### src/rtl/unpk_pkg.sv
package unpk_pkg;
  localparam int LANES = 4;
  localparam int LANE_IDX_W = $clog2(LANES);

  typedef enum logic [1:0] {
    SZ_FULL    = 2'b00,
    SZ_HALF    = 2'b01,
    SZ_QUARTER = 2'b10,
    SZ_QALT    = 2'b11
  } size_e;

  // index of the final piece for a given size
  function automatic logic [LANE_IDX_W-1:0] last_piece(size_e s);
    case (s)
      SZ_FULL: last_piece = '0;
      SZ_HALF: last_piece = LANE_IDX_W'(1);
      default: last_piece = LANE_IDX_W'(LANES - 1);
    endcase
  endfunction

  // lane to present for sequence position cnt
  function automatic logic [LANE_IDX_W-1:0] lane_of(logic big,
                                                    logic [LANE_IDX_W-1:0] last,
                                                    logic [LANE_IDX_W-1:0] cnt);
    lane_of = big ? (last - cnt) : cnt;
  endfunction
endpackage

### src/rtl/unpk_cfg.sv
module unpk_cfg
  import unpk_pkg::*;
(
  input  logic       clk,
  input  logic       mrst_n,
  input  logic [1:0] size_in,
  input  logic       big_in,
  output size_e      cfg_size,
  output logic       cfg_big
);
  always_ff @(posedge clk) begin
    if (!mrst_n) begin
      cfg_size <= size_e'(size_in);
      cfg_big  <= big_in;
    end
  end
endmodule

### src/rtl/unpk_seq.sv
module unpk_seq
  import unpk_pkg::*;
(
  input  logic                  clk,
  input  logic                  rst_ok,
  input  logic                  rd_en,
  input  logic                  fifo_empty,
  input  logic [LANE_IDX_W-1:0] last,
  output logic [LANE_IDX_W-1:0] cnt,
  output logic                  hold_vld,
  output logic                  rd_fire,
  output logic                  pop,
  output logic                  load_hold,
  output logic                  out_empty
);
  logic avail;
  logic is_last;

  assign avail     = hold_vld | ~fifo_empty;
  assign out_empty = ~avail;
  assign rd_fire   = rst_ok & rd_en & avail;
  assign is_last   = (cnt == last);
  assign pop       = rd_fire & ~hold_vld;
  assign load_hold = pop & ~is_last;

  always_ff @(posedge clk) begin
    if (!rst_ok) begin
      cnt      <= '0;
      hold_vld <= 1'b0;
    end else if (rd_fire) begin
      cnt      <= is_last ? '0 : cnt + 1'b1;
      hold_vld <= ~is_last;
    end
  end
endmodule

### src/rtl/unpk_mux.sv
module unpk_mux
  import unpk_pkg::*;
#(
  parameter int BYTE_W = 9,
  localparam int LONG_W = LANES * BYTE_W,
  localparam int HALF_W = 2 * BYTE_W
) (
  input  logic                  clk,
  input  logic                  rst_ok,
  input  logic                  load_hold,
  input  logic                  rd_fire,
  input  logic                  hold_vld,
  input  logic [LONG_W-1:0]     fifo_data,
  input  size_e                 cfg_size,
  input  logic [LANE_IDX_W-1:0] lane,
  output logic [LONG_W-1:0]     dout
);
  logic [LONG_W-1:0] hold_q;
  logic [LONG_W-1:0] src;
  logic [LONG_W-1:0] piece;
  logic [BYTE_W-1:0] q_lane [LANES];
  logic [HALF_W-1:0] h_lane [LANES/2];

  assign src = hold_vld ? hold_q : fifo_data;

  for (genvar g = 0; g < LANES; g++) begin : g_byte
    assign q_lane[g] = src[g*BYTE_W +: BYTE_W];
  end
  for (genvar g = 0; g < LANES/2; g++) begin : g_half
    assign h_lane[g] = src[g*HALF_W +: HALF_W];
  end

  always_comb begin
    case (cfg_size)
      SZ_FULL: piece = src;
      SZ_HALF: piece = {{(LONG_W-HALF_W){1'b0}}, h_lane[lane[0]]};
      default: piece = {{(LONG_W-BYTE_W){1'b0}}, q_lane[lane]};
    endcase
  end

  always_ff @(posedge clk) begin
    if (!rst_ok) begin
      hold_q <= '0;
      dout   <= '0;
    end else begin
      if (load_hold) hold_q <= fifo_data;
      if (rd_fire)   dout   <= piece;
    end
  end
endmodule

### src/rtl/rd_unpacker.sv
module rd_unpacker
  import unpk_pkg::*;
#(
  parameter int BYTE_W = 9,
  localparam int LONG_W = LANES * BYTE_W
) (
  input  logic              clk,
  input  logic              mrst_n,
  input  logic              prst_n,
  input  logic [1:0]        size_sel,
  input  logic              big_sel,
  input  logic [LONG_W-1:0] fifo_data,
  input  logic              fifo_empty,
  output logic              fifo_pop,
  input  logic              rd_en,
  output logic [LONG_W-1:0] dout,
  output logic              out_empty
);
  size_e                 cfg_size_w;
  logic                  cfg_big_w;
  logic                  rst_ok_w;
  logic [LANE_IDX_W-1:0] last_w;
  logic [LANE_IDX_W-1:0] cnt_w;
  logic [LANE_IDX_W-1:0] lane_w;
  logic                  hold_vld_w;
  logic                  rd_fire_w;
  logic                  load_hold_w;

  assign rst_ok_w = mrst_n & prst_n;
  assign last_w   = last_piece(cfg_size_w);
  assign lane_w   = lane_of(cfg_big_w, last_w, cnt_w);

  unpk_cfg u_cfg (
    .clk      (clk),
    .mrst_n   (mrst_n),
    .size_in  (size_sel),
    .big_in   (big_sel),
    .cfg_size (cfg_size_w),
    .cfg_big  (cfg_big_w)
  );

  unpk_seq u_seq (
    .clk        (clk),
    .rst_ok     (rst_ok_w),
    .rd_en      (rd_en),
    .fifo_empty (fifo_empty),
    .last       (last_w),
    .cnt        (cnt_w),
    .hold_vld   (hold_vld_w),
    .rd_fire    (rd_fire_w),
    .pop        (fifo_pop),
    .load_hold  (load_hold_w),
    .out_empty  (out_empty)
  );

  unpk_mux #(.BYTE_W(BYTE_W)) u_mux (
    .clk       (clk),
    .rst_ok    (rst_ok_w),
    .load_hold (load_hold_w),
    .rd_fire   (rd_fire_w),
    .hold_vld  (hold_vld_w),
    .fifo_data (fifo_data),
    .cfg_size  (cfg_size_w),
    .lane      (lane_w),
    .dout      (dout)
  );
endmodule

### config.mk
export PLATFORM = sky130hd
export DESIGN_NAME = rd_unpacker
export DESIGN_NICKNAME = d
export VERILOG_FILES = /design/src/rtl/unpk_pkg.sv /design/src/rtl/unpk_cfg.sv /design/src/rtl/unpk_seq.sv /design/src/rtl/unpk_mux.sv /design/src/rtl/rd_unpacker.sv
export SDC_FILE = /design/constraint.sdc
export NUM_CORES = 1
export LEC_CHECK = 0
export ABC_CLOCK_PERIOD_IN_PS = 2820
export BUFFER_PORTS_ARGS = -buffer_cell sky130_fd_sc_hd__buf_2
export CORE_MARGIN = 2
export CORE_UTILIZATION = 55
export CTS_CLUSTER_DIAMETER = 40
export DETAILED_ROUTE_END_ITERATION = 7
export PLACE_DENSITY = 0.8
export SYNTH_ARGS = -nofsm -noshare
export SYNTH_HDL_FRONTEND = slang
export SYNTH_HIERARCHICAL = 1
export SYNTH_SLANG_ARGS = --single-unit
### constraint.sdc
create_clock -name clk -period 2.82 [get_ports clk]
set_input_delay 0.282 -clock clk [delete_from_list [all_inputs] [get_ports clk]]
set_output_delay 0.282 -clock clk [all_outputs]
set_load 0.02 [all_outputs]
==> results.toml <==
[sta]
fin_setup_tns_ns = 0
slew_headroom = 0.488
hold_violations = 0
worst_pin_slew_ns = 0.768
fin_crit_ns = 2.52
fin_skew_ns = 0.00680
rsz0062_at_grt = "no"
fmax_mhz = 396
setup_viol = 0
min_period_over_period = 0.894
report.final.slew_viol_count = 0

[yosys]
yosys-top-cells-area = "dfxtp_1, mux2i_1, nor2b_1"
postSynthCellCount = 394
avgSynthCellArea_um2 = 10.3
yosys.area_share.simple = 0.185
synth_area_um2 = 4040
synth_adder_area_share = 0.00310
yosys.area.top_type = "dfxtp_1"
ys.flop_type = "dfxtp_1"
yosys_warnings = 6
syn_nets = 439
async_flop_share = 0
synth-compound-area-share = 0.112
synth_edf_count = 3
synth_top_family_by_area = "multiplexers"
synth_xor_area_frac = 0.00867
synth_top_area_frac = 0.372
synth_cell_types = 55
yosysSeqAreaShare = 0.394
synth_common_cells = "dfxtp_1, mux2i_1, nor2b_1"
yosysMostFrequentCell = "dfxtp_1"
synth.area.mux_share = 0.236
ys_seq_elements = 78

[clock_tree]
cts_setup_buffers = 0
cts_max_path_buffers = 2
cts_root_buffer = "clkbuf_8"
clock-sinks = 78
clk_pin_slew_ns = 0.08
cts_tree = "yes"
h-tree-depth = 3
cts_made_buffers = 9
insertion_delay_ns = 0.35
cts.repair.resized = 0
ctsHoldBuffers = 0

[setup_path]
worst-setup-path-type = "flip-flop to flip-flop"
critPathRequiredTime_ns = 3.07
end_kind = "flip-flop"
startpoint_type = "flip-flop"
crit_path_max_fanout = 14
critPathArrivalTime_ns = 2.77

[worst_hold_path]
hold_class = "primary input to flip-flop"

[global_route]
grt_max_degree = 73
use_met3 = 0.0595
antenna_found_initial = 0
grt_use_met2 = 0.398
met1_usage = 0.317
grt_pass1_vias = 3146
grt_use_total = 0.243
grt_pass1_wl_um = 15800
gr-total-overflow = 0
grt_busiest_layer = "met2"

[floorplanning]
die_y_um = 89.7
initial_core_util = 0.563
dieArea_um2 = 8050
die-width_um = 89.7
rows = 31
ios = 82
core_area_um2 = 7180

[routing]
ant_nets = 0
wl_per_cell_um = 17.0
vias = 3176
first_iter_violations = 188
vias_per_cell = 5.57
routed_wl_um = 9670
drtPass1Iterations = 4
drcViolationCount = 0

[finish]
syn_to_final_growth_pct = 16.0
postLayoutCellArea_um2 = 4690
drive_gt1_frac = 0.265
final_net_count = 511
postLayoutCoreUtil = 0.653
diodes = 0

[power]
p_per_area_nw_per_um2 = 504
peakVddDrop_v = 0.000305
p_leak_nw = 1.86

[place]
hpwlAfterDp_um = 6770
placed_area_um2 = 4450
port_buffers = 81
gp_congestion = 0.858

[run_status]
outcome = "finished, final reports clean"

[run]
drv_cap = 0
==> kinds of logic (layout without fill, tap and decap cells) <==
family | Yosys count | in the layout
buffers and inverters | 44 | 121
muxes | 83 | 83
AOI/OAI and AO/OA | 56 | 56
adders and majority gates | 1 | 1
DFF | 78 | 78
xor gates and xnor gates | 4 | 4
and+or+nand+nor | 128 | 128
==> flip-flops by register name, summed over array words and instances (netlist names) <==
name	cells
u_cfg/cfg_big	1
u_cfg/cfg_size	2
u_mux/dout	36
u_mux/hold_q	36
u_seq/cnt	2
u_seq/hold_vld	1
==> through the flow <==
step | worst slack (ns) | instances | total power, mW | hold slack (ns)
after floorplan | 0.391 | 394 | 1.35 | 0.381
after global placement | 0.437 | 554 | 1.43 | 0.441
after detailed placement | 0.327 | 554 | 1.43 | 0.452
after CTS | 0.292 | 570 | 2.38 | 0.0902
after global routing | 0.130 | 570 | 2.45 | 0.0856
final | 0.298 | 570 | 2.36 | 0.107
==> area by class of cell <==
type | count | area (µm²)
fill | 589 | 2490
timing repair buffer | 90 | 473
tap | 99 | 124
sequential | 78 | 1590
clock inverter | 6 | 95.1
inverter | 15 | 56.3
multi-input combinational | 272 | 2210
clock buffer | 10 | 138
==> report_power, final <==
group	total, mW	leakage (nW)	switching [mW]	internal [mW]
Clock	0.955	0.117	0.427	0.529
Sequential	1.13	0.634	0.00831	1.12
Combinational	0.281	1.11	0.160	0.121
Total	2.36	1.86	0.595	1.77
==> metal layers <==
metal / vias to the layer above / wire [µm]
li1: 1541 / -
met4: 0 / 92
met1: 1533 / 4420
met2: 94 / 4700
met5: - / 0
met3: 8 / 460
==> cell usage in the layout, fill, tap and decap left out, types with 7 or more instances in the layout <==
master / instances
a211o_1: 7
a32o_1: 7
and2_1: 25
buf_2: 81
buf_4: 9
clkbuf_8: 10
dfxtp_1: 74
inv_1: 13
mux2i_1: 73
nand2_1: 22
nand3_1: 9
nor2b_1: 46
o22ai_1: 9
o2bb2ai_1: 8
==> critical path: stages, from the launching register on <==
cell      delay, ns
edfxtp_1       0.39
nor2_1         0.17
ha_1           0.18
xor2_1         0.14
nand2_1        0.08
xnor2_1        0.17
buf_4          0.25
mux4_1         0.59
nand2_1        0.09
o21ai_0        0.10
a211o_1        0.28
==> final timing paths <==
path	start	slack (ns)	cells past startpoint	to
min	size_sel[1]	0.11	1	u_cfg/cfg_size[1]
max	u_cfg/cfg_size[1]	0.30	10	u_mux/dout[1]
min reg2reg	u_mux/dout[4]	0.47	1	u_mux/dout[4]
max reg2reg	u_cfg/cfg_size[1]	0.30	10	u_mux/dout[1]
No activity file was read; power rests on OpenSTA's default activity.
